**config.mk**
```make
export PLATFORM = sky130hd
export DESIGN_NAME = cwp_code_write_filter
export DESIGN_NICKNAME = d
export VERILOG_FILES = /design/src/rtl/cwp_pkg.sv /design/src/rtl/cwp_tag_table.sv /design/src/rtl/cwp_compare.sv /design/src/rtl/cwp_event_reg.sv /design/src/rtl/cwp_code_write_filter.sv
export SDC_FILE = /design/constraint.sdc
export NUM_CORES = 1
export LEC_CHECK = 0
export BUFFER_PORTS_ARGS = -buffer_cell sky130_fd_sc_hd__buf_2
export CAP_MARGIN = 5
export CORE_MARGIN = 2
export CORE_UTILIZATION = 45
export DETAILED_ROUTE_END_ITERATION = 8
export PLACE_DENSITY_LB_ADDON = 0.3
export SYNTH_ARGS = -nofsm -noshare
export SYNTH_HDL_FRONTEND = slang
export SYNTH_HIERARCHICAL = 1
export SYNTH_SLANG_ARGS = --single-unit
```
**constraint.sdc**
```tcl
create_clock -name clk -period 7 [get_ports clk]
set_input_delay 1.05 -clock clk [delete_from_list [all_inputs] [get_ports clk]]
set_output_delay 1.05 -clock clk [all_outputs]
set_load 0.01 [all_outputs]
```
**src/rtl/cwp_pkg.sv**
```systemverilog
package cwp_pkg;

  // Which table a configuration write addresses.
  typedef enum logic {
    TBL_FINE = 1'b0,
    TBL_IO   = 1'b1
  } tbl_sel_e;

  // Verdict of the filter for one store.
  typedef struct packed {
    logic code_hit;
    logic page_hit;
  } verdict_t;

endpackage

```
**src/rtl/cwp_tag_table.sv**
```systemverilog
// Small fully associative table: tag, valid bit and a mask per entry.
// Lookup is combinational against registered contents, so a write
// becomes visible one cycle later. Matching masks are OR-merged.
module cwp_tag_table #(
  parameter int ENTRIES = 8,
  parameter int TAG_W   = 20,
  parameter int MASK_W  = 16,
  localparam int IDX_W  = $clog2(ENTRIES)
) (
  input  logic              clk,
  input  logic              rst_n,
  input  logic              wr_en,
  input  logic [IDX_W-1:0]  wr_idx,
  input  logic              wr_valid,
  input  logic [TAG_W-1:0]  wr_tag,
  input  logic [MASK_W-1:0] wr_mask,
  input  logic [TAG_W-1:0]  lk_tag,
  output logic              lk_hit,
  output logic [MASK_W-1:0] lk_mask
);

  logic [ENTRIES-1:0] vld_q;
  logic [TAG_W-1:0]   tag_q  [ENTRIES];
  logic [MASK_W-1:0]  mask_q [ENTRIES];
  logic [ENTRIES-1:0] match;

  always_ff @(posedge clk or negedge rst_n) begin
    if (!rst_n) begin
      vld_q <= '0;
      for (int i = 0; i < ENTRIES; i++) begin
        tag_q[i]  <= '0;
        mask_q[i] <= '0;
      end
    end else if (wr_en) begin
      for (int i = 0; i < ENTRIES; i++) begin
        if (wr_idx == IDX_W'(i)) begin
          vld_q[i]  <= wr_valid;
          tag_q[i]  <= wr_tag;
          mask_q[i] <= wr_mask;
        end
      end
    end
  end

  for (genvar g = 0; g < ENTRIES; g++) begin : g_cmp
    assign match[g] = vld_q[g] && (tag_q[g] == lk_tag);
  end

  always_comb begin
    lk_mask = '0;
    for (int i = 0; i < ENTRIES; i++) begin
      if (match[i]) lk_mask = lk_mask | mask_q[i];
    end
  end

  assign lk_hit = |match;

endmodule

```
**src/rtl/cwp_compare.sv**
```systemverilog
// Decides between no fault, fine code fault and coarse page fault.
module cwp_compare
  import cwp_pkg::*;
#(
  parameter int SUB_W   = 4,
  localparam int MASK_W = 1 << SUB_W
) (
  input  logic              st_fire,
  input  logic              st_wp,
  input  logic              tbl_hit,
  input  logic [MASK_W-1:0] tbl_mask,
  input  logic [SUB_W-1:0]  sub_idx,
  output verdict_t          verdict
);

  logic prot;
  logic slice_marked;

  assign prot         = st_fire && st_wp;
  assign slice_marked = tbl_mask[sub_idx];

  always_comb begin
    verdict.code_hit = prot && tbl_hit && slice_marked;
    verdict.page_hit = prot && !tbl_hit;
  end

endmodule

```
**src/rtl/cwp_event_reg.sv**
```systemverilog
// Registers N event pulses and latches the address of the latest event.
module cwp_event_reg #(
  parameter int N  = 2,
  parameter int AW = 32
) (
  input  logic          clk,
  input  logic          rst_n,
  input  logic [N-1:0]  ev,
  input  logic [AW-1:0] ev_addr,
  output logic [N-1:0]  pulse_q,
  output logic [AW-1:0] addr_q
);

  always_ff @(posedge clk or negedge rst_n) begin
    if (!rst_n) begin
      pulse_q <= '0;
      addr_q  <= '0;
    end else begin
      pulse_q <= ev;
      if (|ev) addr_q <= ev_addr;
    end
  end

endmodule

```
**src/rtl/cwp_code_write_filter.sv**
```systemverilog
// Store-path filter for writes into translated guest code.
module cwp_code_write_filter
  import cwp_pkg::*;
#(
  parameter int PPN_W      = 20,
  parameter int OFF_W      = 12,
  parameter int SUB_W      = 4,
  parameter int WP_ENTRIES = 8,
  parameter int IO_ENTRIES = 8,
  localparam int PA_W      = PPN_W + OFF_W,
  localparam int MASK_W    = 1 << SUB_W,
  localparam int WP_IDX_W  = $clog2(WP_ENTRIES),
  localparam int IO_IDX_W  = $clog2(IO_ENTRIES),
  localparam int CFG_IDX_W = (WP_IDX_W > IO_IDX_W) ? WP_IDX_W : IO_IDX_W
) (
  input  logic                 clk,
  input  logic                 rst_n,
  input  logic                 st_valid,
  output logic                 st_ready,
  input  logic [PA_W-1:0]      st_paddr,
  input  logic                 st_wp,
  input  logic                 io_valid,
  input  logic [PA_W-1:0]      io_paddr,
  input  logic                 cfg_we,
  input  logic                 cfg_sel,
  input  logic [CFG_IDX_W-1:0] cfg_idx,
  input  logic                 cfg_valid,
  input  logic [PPN_W-1:0]     cfg_ppn,
  input  logic [MASK_W-1:0]    cfg_mask,
  output logic                 flt_code,
  output logic                 flt_page,
  output logic [PA_W-1:0]      flt_addr,
  output logic                 io_irq,
  output logic [PA_W-1:0]      io_irq_addr
);

  logic              fine_we;
  logic              io_we;
  logic              fine_hit;
  logic [MASK_W-1:0] fine_mask;
  logic              io_hit;
  logic [0:0]        io_mark;
  verdict_t          verdict;
  logic [1:0]        flt_ev;
  logic [1:0]        flt_q;
  logic [0:0]        irq_ev;
  logic [0:0]        irq_q;

  // The filter never stalls the store stream.
  assign st_ready = 1'b1;

  assign fine_we = cfg_we && (tbl_sel_e'(cfg_sel) == TBL_FINE);
  assign io_we   = cfg_we && (tbl_sel_e'(cfg_sel) == TBL_IO);

  cwp_tag_table #(
    .ENTRIES (WP_ENTRIES),
    .TAG_W   (PPN_W),
    .MASK_W  (MASK_W)
  ) u_fine_tbl (
    .clk      (clk),
    .rst_n    (rst_n),
    .wr_en    (fine_we),
    .wr_idx   (cfg_idx[WP_IDX_W-1:0]),
    .wr_valid (cfg_valid),
    .wr_tag   (cfg_ppn),
    .wr_mask  (cfg_mask),
    .lk_tag   (st_paddr[PA_W-1:OFF_W]),
    .lk_hit   (fine_hit),
    .lk_mask  (fine_mask)
  );

  // Code-page list for I/O writes: a single always-set mark per entry.
  cwp_tag_table #(
    .ENTRIES (IO_ENTRIES),
    .TAG_W   (PPN_W),
    .MASK_W  (1)
  ) u_io_tbl (
    .clk      (clk),
    .rst_n    (rst_n),
    .wr_en    (io_we),
    .wr_idx   (cfg_idx[IO_IDX_W-1:0]),
    .wr_valid (cfg_valid),
    .wr_tag   (cfg_ppn),
    .wr_mask  (1'b1),
    .lk_tag   (io_paddr[PA_W-1:OFF_W]),
    .lk_hit   (io_hit),
    .lk_mask  (io_mark)
  );

  cwp_compare #(
    .SUB_W (SUB_W)
  ) u_cmp (
    .st_fire  (st_valid && st_ready),
    .st_wp    (st_wp),
    .tbl_hit  (fine_hit),
    .tbl_mask (fine_mask),
    .sub_idx  (st_paddr[OFF_W-1:OFF_W-SUB_W]),
    .verdict  (verdict)
  );

  assign flt_ev = {verdict.page_hit, verdict.code_hit};

  cwp_event_reg #(
    .N  (2),
    .AW (PA_W)
  ) u_flt_reg (
    .clk     (clk),
    .rst_n   (rst_n),
    .ev      (flt_ev),
    .ev_addr (st_paddr),
    .pulse_q (flt_q),
    .addr_q  (flt_addr)
  );

  assign flt_code = flt_q[0];
  assign flt_page = flt_q[1];

  assign irq_ev[0] = io_valid && io_hit && io_mark[0];

  cwp_event_reg #(
    .N  (1),
    .AW (PA_W)
  ) u_irq_reg (
    .clk     (clk),
    .rst_n   (rst_n),
    .ev      (irq_ev),
    .ev_addr (io_paddr),
    .pulse_q (irq_q),
    .addr_q  (io_irq_addr)
  );

  assign io_irq = irq_q[0];

endmodule

```
# Yosys cells after proc, flatten, opt, wreduce, memory -nomap -nowiden
# Index checks and enable logic that the tools add are counted.
# totals
mem_bits_ro	0
elab_cells	154
latchBits	0
mem_count	0
reg_bits	539
mem_bits_rw	0
# classes
shifts	0
n_bitwise	15
n_reduce_logical	45
order_cmp	1
n_div	0
mux	18
add_sub_neg	0
eq_ne	23
n_mul	0
# ops
cell	count
20-bit equality test	16
16-bit two-way mux	8
16-bit bitwise OR	7
2-bit AND reduction	16
1-bit logical AND	24
8-bit OR reduction	2
3-bit equality test, second input constant	4
1-bit two-way mux	9
1-bit bitwise OR	7
3-bit by 2-bit equality test with 1-bit output, second input constant	2
4-bit by 5-bit < comparator with 1-bit output, second input constant	1
1-bit binary-select mux with 4-bit select	1
3-bit by 1-bit equality test with 1-bit output, second input constant	1
3-bit logical NOT	1
2-bit OR reduction	1
1-bit logical NOT	1
1-bit NOT	1

# Depth between registers and ports, before layout
# logic_depth
depth_word	21
ltp_mapped	16

# Hierarchy
# The synthesis kept the hierarchy.
# by_module_without_submodules
module	cells_per_inst	seq_area_each_um2	instances	area_per_inst_um2
cwp_tag_table (u_fine_tbl)	1058	7407.1	1	14132.3
cwp_tag_table (u_io_tbl)	648	4404.2	1	8588.2
cwp_event_reg (u_irq_reg)	69	825.8	1	1370.1
cwp_event_reg (u_flt_reg)	70	850.8	1	1271.2
cwp_compare	18	0.0	1	162.7
cwp_code_write_filter	5	0.0	1	33.8

# Worst setup path after synthesis
# Ideal clock, no wire load.
# synth_timing
path_type	input -> register
start	input st_paddr[26]
end	register u_flt_reg.addr_q[0]
stages	15
required_ns	6.875
path_slack_ns	3.207
n_path_buf	4
setup_ns	0.125
arrival_ns	3.668
cell_sequence	buf_2 -> xor2_1 -> nor4_1 -> and3_1 -> buf_2 -> buf_4 -> nand3_1 -> and4_4 -> nand4_1 -> mux4_2 -> o2111ai_1 -> a21oi_2 -> nor2_4 -> clkbuf_8 -> mux2_2
# synth_lines
element	line_no	rtl
start, declared	cwp_code_write_filter.sv:20	input logic [PA_W-1:0] st_paddr,
end signal, assigned	cwp_event_reg.sv:20	if (|ev) addr_q <= ev_addr;
end, declared	cwp_event_reg.sv:11	output logic [AW-1:0] addr_q

==> results.yml <==
status:
  outcome: "finished clean"
power:
  pwr-share-clk_pct: 35.2
  p_comb_share_pct: 17.1
  p_per_area_nw_per_um2: 306
  switchingPower_mw: 2.34
  power_frac_seq_pct: 47.7
  intPower_mw: 6.49
  finalPower_mw: 8.83
  p_sw_share_pct: 26.5
  leakagePower_nw: 12.4
  max-vdd-ir-drop_mv: 0.197
logic_synthesis:
  yosysSeqAreaShare_pct: 52.8
  syn_area_um2: 25600
  ys.flop_type: "dfrtp_1"
  yosys_register_bits: 539
  async_flop_share_pct: 100
  avgSynthCellArea_um2: 13.7
  synth_cell_types: 50
  yosysWarnings: 6
  synth_cells: 1868
  synth-edff-count: 0
critical_path:
  slowest_stage: "nor2_4"
  crit_top_cell: "and3_1"
  critPathMaxFanout: 32
  cp_top_family: "simple AND/OR/NAND/NOR gates"
  cp_cell_sequence: "buf_2, xor2_1, nor4_1, and3_1, and3_1, a31oi_1, nand4_1, mux4_2, o22ai_1, a211o_1, a21oi_2, nor2_4, mux2_2"
  end_kind: "flop"
  cp.arrival_ns: 4.86
  critPathLaunchType: "input pin"
  required_ns: 7.50
  cpPeakStageDelay_ns: 0.76
  crit_buf_inv: 1
  path_class: "input pin to flop"
global_route:
  gr-usage-all-layers_pct: 23.3
  grt_util_met1_pct: 31.8
  grt_first_pass_wirelength_um: 105000
  first_global_vias: 16700
  top_usage_layer: "met2"
  grt_use_met3_pct: 3.88
  grt_use_met2_pct: 38.3
  antenna_found_initial: 3
  overflow: 0
  grt_max_degree: 152
placed_design:
  placed_cell_area_um2: 26900
  io_buffers: 177
  place_ws_ns: 2.06
  dp.final_hpwl_um: 42800
  gp_congestion: 0.879
sta:
  setup_viol: 0
  worst_slack_ns: 2.64
  min_period_over_period_pct: 62.3
  timing.hold.ws_ns: 0.419
  finalSetupTns_ns: 0
  hold_viol: 0
  min_period_ns: 4.36
  relSlewSlack_pct: 17.5
  timing.fmax_mhz: 229
  maxSlewViolCount: 0
  rsz0062_at_grt: "false"
  max_slew.worst_pin.slew_ns: 1.23
  skew_ns: 0.0388
cells_and_area:
  fillers: 4933
  final_common_cell: "dfrtp_1"
  layout_common_cells: "dfrtp_1, mux2_2, xnor2_1, buf_2, nand3_1"
  nNetsFinal: 2129
  synthToLayoutAreaGrowth_pct: 12.8
  drive_above_1_share_pct: 40.4
  fin_area_um2: 28800
floorplanning:
  die-area_um2: 58700
  rows: 87
  start_util_pct: 45.4
  core_um2: 56300
  ios: 179
  dieHeight_um: 242
  die_w_um: 242
clocking:
  cts_resized: 0
  clk_pin_slew_worst_paths_ns: 0.06
  cts_tree: "yes"
  clockBufferDepth: 3
  h-tree-depth: 2
  numCtsBuffers: 57
  root_buffer: "clkbuf_16"
  hold_buffers: 0
  clock-sinks: 539
  clk_latency_ns: 0.63
  cts_setup_buffers: 0
route:
  via_per_inst: 5.65
  drcViolationCount: 0
  drt_pass1_iterations: 5
  vias: 15900
  ant_nets: 0
  wl_per_cell_um: 24.1
  wirelength_um: 68000
  drtIter0Drc: 1173
run:
  max_cap_viol_count: 0
hold_path:
  hp-class: "input pin to asynchronous set/reset pin"
power groups by stage:
stage | Combinational (mW) | Clock (mW) | Sequential (mW)
floorplan | 1.13 | 0 | 4.15
CTS | 1.52 | 3.18 | 4.21
global placement | 1.46 | 0 | 4.23
detailed placement | 1.51 | 0 | 4.26
global route | 1.65 | 3.31 | 4.29
finish | 1.51 | 3.11 | 4.21
stage by stage:
step,instances,utilization (%)
after CTS,2818,51.2
after global placement,2715,47.8
final,2821,51.2
after floorplan,1876,-
after global routing,2819,51.2
after detailed placement,2715,47.8
logic make-up (layout without fill, tap and decap cells):
logic type	Yosys count	in the layout	share of synthesized area, %
AO/OA/AOI/OAI	41	41	1.20
XOR/XNOR	311	311	10.7
buffers and inverters	132	318	3.28
flip-flops	539	539	52.8
multiplexers	542	542	24.4
other	1	12	0.0147
AND/OR/NAND/NOR	302	302	7.64
cells in the mapped netlist (10+ instances only):
library cell | instances | share of area [%]
dfrtp_1 | 539 | 53
mux2_2 | 479 | 21
xnor2_1 | 247 | 8.5
nand3_1 | 113 | 2.2
buf_2 | 76 | 1.5
nand4_1 | 68 | 1.7
xor2_1 | 64 | 2.2
mux2_4 | 32 | 1.9
and3_1 | 30 | 0.73
mux2_1 | 26 | 1.1
nor4_1 | 24 | 0.59
buf_6 | 18 | 0.79
a31oi_1 | 16 | 0.39
inv_1 | 12 | 0.18
and4_1 | 11 | 0.38
clkbuf_1 | 10 | 0.15
sequential cells by signal, summed over array words and instances (netlist names):
| register | cells |
|---|---|
| u_fine_tbl/mask_q | 128 |
| u_fine_tbl/tag_q | 160 |
| u_fine_tbl/vld_q | 8 |
| u_flt_reg/addr_q | 32 |
| u_flt_reg/pulse_q | 2 |
| u_io_tbl/mask_q | 8 |
| u_io_tbl/tag_q | 160 |
| u_io_tbl/vld_q | 8 |
| u_irq_reg/addr_q | 32 |
| u_irq_reg/pulse_q | 1 |
final timing paths:
kind	depth (start not counted)	slack [ns]	startpoint	end
max in group asynchronous	2	5.06	rst_n	u_io_tbl/tag_q[6]
max	13	2.64	st_paddr[19]	u_flt_reg/addr_q[23]
min reg2reg	1	0.50	u_fine_tbl/vld_q[3]	u_fine_tbl/vld_q[3]
max reg2reg	12	3.04	u_fine_tbl/tag_q[121]	u_flt_reg/addr_q[23]
min in group clk	1	0.50	u_fine_tbl/vld_q[3]	u_fine_tbl/vld_q[3]
min	1	0.42	rst_n	u_flt_reg/addr_q[29]
final cells by class:
type	count	area, µm²	share of cell area [%]
flip-flops and latches	539	13500	46.8
multi-input cells	1205	11300	39.2
clock buffers	84	1650	5.72
repair buffers	203	1120	3.87
well taps	756	946	3.28
clock inverters	19	274	0.950
inverters	12	45.0	0.156
diodes	3	7.51	0.0260
per-layer routing:
layer	share of wire [%]	wire, µm	up-vias
li1	-	-	6965
met1	44	29600	8370
met5	0	0	-
met4	2.6	1760	0
met2	48	32800	491
met3	5.6	3820	115
(Power assumes the default switching activity.)
